### config.mk
export PLATFORM = sky130hd
export DESIGN_NAME = spd_decoder
export DESIGN_NICKNAME = d
export VERILOG_FILES = /design/src/rtl/spd_pkg.sv /design/src/rtl/spd_capture.sv /design/src/rtl/spd_geom.sv /design/src/rtl/spd_fields.sv /design/src/rtl/spd_decoder.sv
export SDC_FILE = /design/constraint.sdc
export NUM_CORES = 1
export LEC_CHECK = 0
export BUFFER_PORTS_ARGS = -buffer_cell sky130_fd_sc_hd__buf_2
export CORE_ASPECT_RATIO = 0.9
export CORE_MARGIN = 2
export CORE_UTILIZATION = 40
export CTS_BUF_LIST = sky130_fd_sc_hd__clkbuf_2 sky130_fd_sc_hd__clkbuf_4 sky130_fd_sc_hd__clkbuf_8
export CTS_CLUSTER_DIAMETER = 50
export DETAILED_ROUTE_END_ITERATION = 16
export HOLD_SLACK_MARGIN = 0.06
export PLACE_DENSITY = 0.62
export SYNTH_ARGS = -nofsm -noshare
export SYNTH_HDL_FRONTEND = slang
export SYNTH_SLANG_ARGS = --single-unit
### constraint.sdc
create_clock -name clk -period 16.2 [get_ports clk]
set_clock_uncertainty 0.05 [all_clocks]
set_input_delay 2.43 -clock clk [delete_from_list [all_inputs] [get_ports clk]]
set_output_delay 2.43 -clock clk [all_outputs]
set_load 0.02 [all_outputs]
### src/rtl/spd_pkg.sv
package spd_pkg;

  localparam int SPD_LAST = 63;
  localparam int NKEEP    = 8;

  // slot order of the kept bytes
  localparam int K_ROWS  = 0;
  localparam int K_COLS  = 1;
  localparam int K_CS    = 2;
  localparam int K_WLO   = 3;
  localparam int K_WHI   = 4;
  localparam int K_REF   = 5;
  localparam int K_BANK  = 6;
  localparam int K_CAS   = 7;

  localparam logic [5:0] KEEP_IDX [NKEEP] = '{6'd3, 6'd4, 6'd5, 6'd6, 6'd7, 6'd12, 6'd17, 6'd18};

  typedef struct packed {
    logic [3:0] rows;
    logic [3:0] cols;
    logic [1:0] bank_lg;
    logic [3:0] chip_sel;
    logic [1:0] cas;
    logic       cas_dflt;
    logic [7:0] refresh;
    logic       width_bad;
  } geom_t;

  function automatic logic [7:0] refresh_lookup(input logic [6:0] code);
    case (code)
      7'd1:    return 8'd2;
      7'd2:    return 8'd6;
      7'd3:    return 8'd29;
      7'd4:    return 8'd60;
      7'd5:    return 8'd120;
      default: return 8'd14;
    endcase
  endfunction

  function automatic logic [1:0] bank_log2_of(input logic [7:0] n);
    case (n)
      8'd2:    return 2'd1;
      8'd4:    return 2'd2;
      8'd8:    return 2'd3;
      default: return 2'd0;
    endcase
  endfunction

  function automatic logic [3:0] clamp_nib(input logic [3:0] v, input logic [3:0] lim);
    return (v > lim) ? lim : v;
  endfunction

  // returns {no_bit_set, latency}
  function automatic logic [2:0] cas_pick(input logic [2:0] bits, input logic pess);
    logic [1:0] lat;
    logic       none;
    none = (bits == 3'b000);
    if (none)          lat = 2'd3;
    else if (pess)     lat = bits[2] ? 2'd3 : (bits[1] ? 2'd2 : 2'd1);
    else               lat = bits[0] ? 2'd1 : (bits[1] ? 2'd2 : 2'd3);
    if (lat < 2'd2) lat = 2'd2;
    return {none, lat};
  endfunction

endpackage

### src/rtl/spd_capture.sv
module spd_capture #(
  parameter int IDX_W = 8
) (
  input  logic                                clk,
  input  logic                                rst_n,
  input  logic                                in_vld,
  input  logic [IDX_W-1:0]                    in_idx,
  input  logic [7:0]                          in_data,
  output logic [spd_pkg::NKEEP-1:0][7:0]      kept,
  output logic                                end_evt,
  output logic                                sum_bad
);
  import spd_pkg::*;

  logic       in_range;
  logic       accept;
  logic [7:0] sum_q;

  assign in_range = (in_idx <= IDX_W'(SPD_LAST));
  assign accept   = in_vld && in_range;
  assign end_evt  = accept && (in_idx == IDX_W'(SPD_LAST));
  assign sum_bad  = end_evt && (sum_q != in_data);

  for (genvar g = 0; g < NKEEP; g++) begin : g_slot
    logic [7:0] slot_q;
    always_ff @(posedge clk) begin
      if (!rst_n)
        slot_q <= 8'd0;
      else if (accept && (in_idx == IDX_W'(KEEP_IDX[g])))
        slot_q <= in_data;
    end
    assign kept[g] = slot_q;
  end

  always_ff @(posedge clk) begin
    if (!rst_n)
      sum_q <= 8'd0;
    else if (accept && (in_idx == '0))
      sum_q <= in_data;
    else if (accept && !end_evt)
      sum_q <= sum_q + in_data;
  end

  // out-of-range indices leave all stored state alone
  assert_ignore_high_R12: assert property (@(posedge clk) disable iff (!rst_n)
    (in_vld && !in_range) |=> ($stable(sum_q) && $stable(kept)));

endmodule

### src/rtl/spd_geom.sv
module spd_geom #(
  parameter bit PESSIMISTIC = 1'b0
) (
  input  logic [spd_pkg::NKEEP-1:0][7:0] kept,
  output spd_pkg::geom_t                 geom
);
  import spd_pkg::*;

  logic [15:0] width;
  logic [2:0]  cas_sel;

  assign width   = {kept[K_WHI], kept[K_WLO]};
  assign cas_sel = cas_pick(kept[K_CAS][2:0], PESSIMISTIC);

  always_comb begin
    geom.rows      = clamp_nib(kept[K_ROWS][3:0], 4'd14);
    geom.cols      = clamp_nib(kept[K_COLS][3:0], 4'd11);
    geom.chip_sel  = kept[K_CS][3:0];
    geom.bank_lg   = bank_log2_of(kept[K_BANK]);
    geom.refresh   = refresh_lookup(kept[K_REF][6:0]);
    geom.cas       = cas_sel[1:0];
    geom.cas_dflt  = cas_sel[2];
    geom.width_bad = (width != 16'd64) && (width != 16'd72);
  end

endmodule

### src/rtl/spd_fields.sv
module spd_fields #(
  parameter bit PAGE_ILV = 1'b1,
  parameter int FW       = 8,
  parameter int AW       = 32
) (
  input  spd_pkg::geom_t  geom,
  output logic [AW-1:0]   mem_size,
  output logic [AW-1:0]   addr_mask,
  output logic [FW-1:0]   row_start,
  output logic [FW-1:0]   col_mux,
  output logic [FW-1:0]   bank_sel_pos,
  output logic [FW-1:0]   a10_pos
);
  logic [5:0]    expo;
  logic [3:0]    widest;

  assign expo      = 6'(geom.rows) + 6'(geom.cols) + 6'(geom.bank_lg) + 6'd3;
  assign mem_size  = AW'(1) << expo;
  assign addr_mask = ~(mem_size - AW'(1));
  assign widest    = (geom.rows > geom.cols) ? geom.rows : geom.cols;
  assign bank_sel_pos = FW'(14) - FW'(widest);

  if (PAGE_ILV) begin : g_page
    assign row_start = FW'(32) - FW'(expo);
    assign col_mux   = FW'(geom.cols) - FW'(6);
    assign a10_pos   = col_mux;
  end else begin : g_bank
    logic [FW-1:0] half;
    assign half      = FW'(26) - FW'(geom.rows) - FW'(geom.cols) - FW'(3);
    assign row_start = {half[FW-2:0], 1'b0};
    assign col_mux   = FW'(geom.cols) - FW'(8);
    assign a10_pos   = col_mux + FW'(2);
  end

endmodule

### src/rtl/spd_decoder.sv
module spd_decoder #(
  parameter bit PAGE_ILV    = 1'b1,
  parameter bit PESSIMISTIC = 1'b0,
  parameter int IDX_W       = 8,
  parameter int FW          = 8,
  parameter int AW          = 32
) (
  input  logic             clk,
  input  logic             rst_n,
  input  logic             in_vld,
  input  logic [IDX_W-1:0] in_idx,
  input  logic [7:0]       in_data,
  output logic             done,
  output logic             cksum_err,
  output logic             width_warn,
  output logic             cas_warn,
  output logic [3:0]       chip_sel,
  output logic [3:0]       rows,
  output logic [3:0]       cols,
  output logic [1:0]       bank_log2,
  output logic [1:0]       cas_lat,
  output logic [1:0]       ld_to_pre,
  output logic [7:0]       refresh_cnt,
  output logic [AW-1:0]    mem_size,
  output logic [AW-1:0]    addr_mask,
  output logic [FW-1:0]    row_start,
  output logic [FW-1:0]    col_mux,
  output logic [FW-1:0]    bank_sel_pos,
  output logic [FW-1:0]    a10_pos
);
  import spd_pkg::*;

  logic [NKEEP-1:0][7:0] kept;
  logic                  end_evt;
  logic                  sum_bad;
  geom_t                 geom;

  spd_capture #(.IDX_W(IDX_W)) u_capture (
    .clk     (clk),
    .rst_n   (rst_n),
    .in_vld  (in_vld),
    .in_idx  (in_idx),
    .in_data (in_data),
    .kept    (kept),
    .end_evt (end_evt),
    .sum_bad (sum_bad)
  );

  spd_geom #(.PESSIMISTIC(PESSIMISTIC)) u_geom (
    .kept (kept),
    .geom (geom)
  );

  spd_fields #(.PAGE_ILV(PAGE_ILV), .FW(FW), .AW(AW)) u_fields (
    .geom         (geom),
    .mem_size     (mem_size),
    .addr_mask    (addr_mask),
    .row_start    (row_start),
    .col_mux      (col_mux),
    .bank_sel_pos (bank_sel_pos),
    .a10_pos      (a10_pos)
  );

  always_ff @(posedge clk) begin
    if (!rst_n) begin
      done       <= 1'b0;
      cksum_err  <= 1'b0;
      width_warn <= 1'b0;
      cas_warn   <= 1'b0;
    end else begin
      done <= end_evt;
      if (end_evt) begin
        cksum_err  <= sum_bad;
        width_warn <= geom.width_bad;
        cas_warn   <= geom.cas_dflt;
      end
    end
  end

  assign rows        = geom.rows;
  assign cols        = geom.cols;
  assign chip_sel    = geom.chip_sel;
  assign bank_log2   = geom.bank_lg;
  assign cas_lat     = geom.cas;
  assign ld_to_pre   = geom.cas - 2'd1;
  assign refresh_cnt = geom.refresh;

  assert_done_after_last_R11: assert property (@(posedge clk) disable iff (!rst_n)
    done |-> $past(in_vld && (in_idx == IDX_W'(SPD_LAST))));

  assert_flags_hold_R11: assert property (@(posedge clk) disable iff (!rst_n)
    !done |-> ($stable(cksum_err) && $stable(width_warn) && $stable(cas_warn)));

  assert_clamped_geom_R1: assert property (@(posedge clk) disable iff (!rst_n)
    (rows <= 4'd14) && (cols <= 4'd11));

  assert_cas_floor_R4: assert property (@(posedge clk) disable iff (!rst_n)
    (cas_lat >= 2'd2) && (ld_to_pre == cas_lat - 2'd1));

  assert_a10_offset_R8: assert property (@(posedge clk) disable iff (!rst_n)
    a10_pos == col_mux + (PAGE_ILV ? FW'(0) : FW'(2)));

endmodule

-- Word level (Yosys, flattened, before mapping)
Cells that the tools add are included.
- add/subtract/negate cells: 9
- multiply operators: 0
- divide/modulo/power cells: 0
- order comparisons: 5
- equal/unequal tests: 20
- shift operators: 1
- multiplexer cells: 11
- bitwise logic cells: 1
- reduce and logical (&&, ||, !) cells: 18
- operators by type and width (kind ; count):
    8-bit by 3-bit == test with 1-bit output, second input constant ; 5
    7-bit case mux with 5 select lines ; 1
    16-bit by 7-bit inequality test with 1-bit output, second input constant ; 2
    32-bit inverter ; 1
    1-bit by 6-bit left shift with 32-bit output, first input constant ; 1
    32-bit by 1-bit subtractor with 32-bit output, second input constant ; 1
    8-bit by 2-bit == test with 1-bit output, second input constant ; 2
    8-bit by 4-bit == test with 1-bit output, second input constant ; 2
    8-bit by 5-bit == test with 1-bit output, second input constant ; 2
    8-bit two-way mux ; 2
    7-bit by 2-bit == test with 1-bit output, second input constant ; 2
    7-bit by 3-bit == test with 1-bit output, second input constant ; 2
    1-bit logical AND ; 14
    4-bit two-way mux ; 3
    8-bit adder ; 1
    8-bit by 6-bit == test with 1-bit output, second input constant ; 1
    4-bit > comparator, second input constant ; 2
    8-bit by 6-bit <= comparator with 1-bit output, second input constant ; 1
    8-bit zero test ; 1
    8-bit inequality test ; 1
    7-bit by 1-bit == test with 1-bit output, second input constant ; 1
    6-bit by 6-bit subtractor with 7-bit output, first input constant ; 1
    6-bit by 2-bit adder with 6-bit output ; 1
    6-bit by 2-bit adder with 6-bit output, second input constant ; 1
    12 further kinds ; 14
- bits in registers: 58
- bits in latches: 0
- RAM bits: 0
- ROM bits: 0
- input port bits: 19
- word-level logic and storage cells: 78
- memories: 0

-- Depth between registers and ports, before layout
- depth after elaboration: 8
- depth in mapped cells: 22
- gate-level depth less buffers: 20

-- Hierarchy
From an unflattened synthesis, not the netlist that was laid out.
- cell total of the unflattened synthesis: 682
- area, all modules: 5694.2 um^2
- by module, submodules not included (module ; times used ; cells an instance ; area an instance (um^2)):
    spd_capture ; 1 ; 322 ; 3276.9
    spd_fields ; 1 ; 305 ; 2004.4
    spd_geom ; 1 ; 42 ; 264.0
    spd_decoder ; 1 ; 13 ; 148.9

-- Worst setup path after synthesis
Ideal clock, no wire load.
- kind: register -> output
- from: reg u_capture.g_slot[1].slot_q[3]
- to: out addr_mask[25]
- data arrival time: 4.561 ns
- data required time: 13.720 ns
- path slack: 9.159 ns
- stages on the path, launching flop included: 21
- path buffers: 2
- cells stage by stage: dfxtp_1 clkbuf_1 a21oi_1 inv_1 ha_1 fa_1 inv_1 ha_1 inv_1 ha_1 inv_1 fa_1 clkbuf_1 a21oi_2 nand2_1 nand3_1 o22ai_1 a211oi_4 nand3_4 or3b_1 a21oi_1
- RTL lines (item ; line ; RTL):
    start: declaration ; spd_capture.sv:25 ; logic [7:0] slot_q;
    start signal: assignment ; spd_capture.sv:30 ; slot_q <= in_data;
    end: declaration ; spd_decoder.sv:25 ; output logic [AW-1:0] addr_mask,

-- Worst setup path in the final report
- from: reg u_capture.g_slot[0].slot_q[3]
- to: out addr_mask[25]
- cells in the longest elaborated chain, start to end: 8
- RTL lines (item ; line ; RTL):
    start: declaration ; spd_capture.sv:25 ;
    start signal: assignment ; spd_capture.sv:30 ;
    4-bit > comparator ; spd_pkg.sv:50 ; return (v > lim) ? lim : v;
    4-bit two-way mux * ; spd_pkg.sv:50 ;
    4-bit by 4-bit adder with 5-bit output * ; spd_fields.sv:17 ; assign expo = 6'(geom.rows) + 6'(geom.cols) + 6'(geom.bank_lg) + 6'd3;
    6-bit by 2-bit adder with 6-bit output * (2 in series) ; spd_fields.sv:17 ;
    1-bit by 6-bit left shift with 32-bit output * ; spd_fields.sv:18 ; assign mem_size = AW'(1) << expo;
    32-bit by 1-bit subtractor with 32-bit output * ; spd_fields.sv:19 ; assign addr_mask = ~(mem_size - AW'(1));
    32-bit inverter * ; spd_fields.sv:19 ;
Mark *: on every way between the ends. The rest lies on a longest branch, timed or not.

==> out/results.ini <==
[setup_path]
reg2reg_from=u_capture.sum_q[1]
r2r_end=u_capture.sum_q[7]
crit_end=addr_mask[25]
r2r_cells=9
setup.worst_path.class=reg2out
cp.arrival_ns=5.74
r2r_slack_ns=13.99
startpoint_type=flop
cp.required_ns=13.72
critPathLaunch=u_capture.g_slot[0].slot_q[3]
worstSetupEndpointType=output pin
cp_max_fo=15

[timing]
slew_viol_final=0
hold_viol_final=0
tightest_slew_ns=1.132
fin_crit_sh_pct=50.72
setup_viol=0
slew_headroom_pct=24.54
fin_hold_ws_ns=0.4384
fin_setup_tns_ns=0
finalWorstPathRequiredPeriod_ns=8.216
rsz0062_at_grt=false
fmax_mhz=121.7
layout_setup_ws_ns=7.984

[clock_tree]
cts_root_buffer=clkbuf_8
cts_setup_buffers=0
clk_pin_slew_worst_paths_ns=0.06
htreeDepth=3
cts_resized=0
numCtsBuffers=9
cts_buffer_depth=2
clock_latency_ns=0.33
tritoncts=yes
holdBufCountCts=0
cts.sinks=57

[yosys]
synth_edf_count=0
synth_nets=698
syn_area_um2=4912
synth.avg_cell_area_um2=7.581
ys.flop_type=dfxtp_1
synthCells=648
yosysMostFrequentCell=nor2_1
yosysTopAreaCellShare_pct=23.23
synthArstFlopShare_pct=0
ys_warn_count=0
yosysTopAreaCell=dfxtp_1
synthTopCellsByArea=dfxtp_1, mux2i_1, nor2_1
synthTopCellsByCount=nor2_1, dfxtp_1, mux2i_1
seq_area_frac_synth_pct=23.23
yosys_register_bits=57
ys_types=68

[layout]
utilization_pct=46.23
finalNetCount=776
post_layout_nonfiller_instances=891
drive_above_1_share_pct=25.58
num_antenna_cells=0
area_growth_pct=13.22

[die]
die_y_um=109.1
rows=38
ios=145
dieArea_um2=13180
initial_core_util_pct=40.84
core_area_um2=12030
dieWidth_um=120.8

[global_route]
grt_overflow=0
grt_max_degree=58
grt_pass1_wl_um=21830
antenna_found_initial=0
track_usage_pct=20.60
grt_pass1_vias=4443

[place]
port_buffers=142
place_congestion=0.9584
dp_hpwl_um=10360
dp_cells=875
post-place-ws_ns=8.370

[pwr]
vdd_drop_max_mv=0.06087
p_leak_nw=2.626
pwr_density_cell_nw_per_um2=53.76

[hold_path]
hold_start=width_warn
min_path_type=reg2reg

[drt]
wl_per_cell_um=15.45
vias_per_cell=5.419
first_iter_violations=320
drc_errors=0
ant_nets=0
drt_pass1_iterations=5
routed_wl_um=13770
num_vias=4828

[status]
status=complete, no violations

[job]
max_cap_viol_count=0

[sequential cells by signal (all words and copies together), names as in the netlist]
signal                   cells
u_capture.sum_q              8
cas_warn                     1
u_capture.g_slot.slot_q     45
cksum_err                    1
done                         1
width_warn                   1
[cell families (layout without fill, tap and decap cells)]
| logic type | count (synthesis) | in the layout | share of synthesized area (%) |
|---|---|---|---|
| AO/OA/AOI/OAI | 109 | 109 | 15.44 |
| XOR/XNOR | 35 | 35 | 6.240 |
| AND/OR/NAND/NOR | 259 | 259 | 24.91 |
| adder cells (fa/ha/maj) | 31 | 31 | 8.355 |
| buffers and inverters | 108 | 191 | 12.07 |
| multiplexers | 47 | 47 | 9.603 |
| other | 2 | 2 | 0.1529 |
| flip-flops | 57 | 57 | 23.23 |
[layout make-up]
type,instances,area (um^2)
fill,1222,6467
inverter,31,116.4
sequential,57,1141
tap,160,200.2
clock inverter,5,55.05
timing repair buffer,144,725.7
clock buffer,11,145.1
multi-input combinational,483,3178
[layer usage]
layer | wire, um | GRT usage [%] | vias to the layer above
li1 | - | - | 2325
met1 | 6453 | 28.71 | 2268
met2 | 6129 | 32.81 | 209
met3 | 982 | 3.713 | 26
met4 | 201 | 5.482 | 0
met5 | 0 | 0 | -
[per-stage QoR]
step | area [um^2] | power, mW
finish | 5562 | 0.2990
global placement | 5361 | 0.1678
CTS | 5562 | 0.3016
floorplan | 4912 | 0.1606
global route | 5562 | 0.3127
detailed placement | 5361 | 0.1685
[worst min path at each step]
stage	endpoint	slack, ns	cells after the start
after floorplan	u_capture.g_slot[4].slot_q[1]	0.40	2
after global placement	u_capture.g_slot[7].slot_q[1]	0.42	2
after detailed placement	u_capture.g_slot[5].slot_q[5]	0.43	2
after CTS	width_warn	0.45	2
after global routing	u_capture.g_slot[7].slot_q[0]	0.47	2
final	width_warn	0.44	2
[power by group]
group	switching [mW]	internal, mW	total (mW)
registers	0.000786	0.141	0.142
logic	0.0156	0.00823	0.0238
clock network	0.0569	0.0763	0.133
[placed cells by master, fill, tap and decap left out, types with 3 or more instances in the layout]
cell type  count
a21o_1         7
nand2b_1       5
buf_2        142
a21oi_1       33
a21oi_2        3
inv_1         31
or3_1          4
xor2_1         6
o211ai_1       3
a31oi_1        9
nand2_1       42
nor3_1        17
nor2b_1        6
a22oi_1        9
dfxtp_1       57
nor4_1         8
fa_1           3
ha_1          28
nor3b_1        4
nor2_2         4
mux2i_1       46
xnor2_1       29
o21ai_0       11
o21a_1         9
nor2_1       121
nand3_1       20
and2_1         6
o21ai_1        5
and3_1         4
clkbuf_8      10
[critical path, stage by stage (launching register included)]
cell	delay, ns
dfxtp_1	0.48
nand3_1	0.11
nand2_1	0.13
inv_1	0.07
ha_1	0.22
fa_1	0.49
inv_1	0.04
ha_1	0.26
inv_1	0.06
ha_1	0.19
inv_1	0.06
fa_1	0.65
ha_1	0.47
a21oi_2	0.44
nand2_1	0.21
nand3_1	0.13
o22ai_1	0.12
a211oi_4	0.34
nand3_4	0.19
or3b_1	0.41
a21oi_1	0.14
buf_2	0.17
No activity file was read; power rests on OpenSTA's default activity.
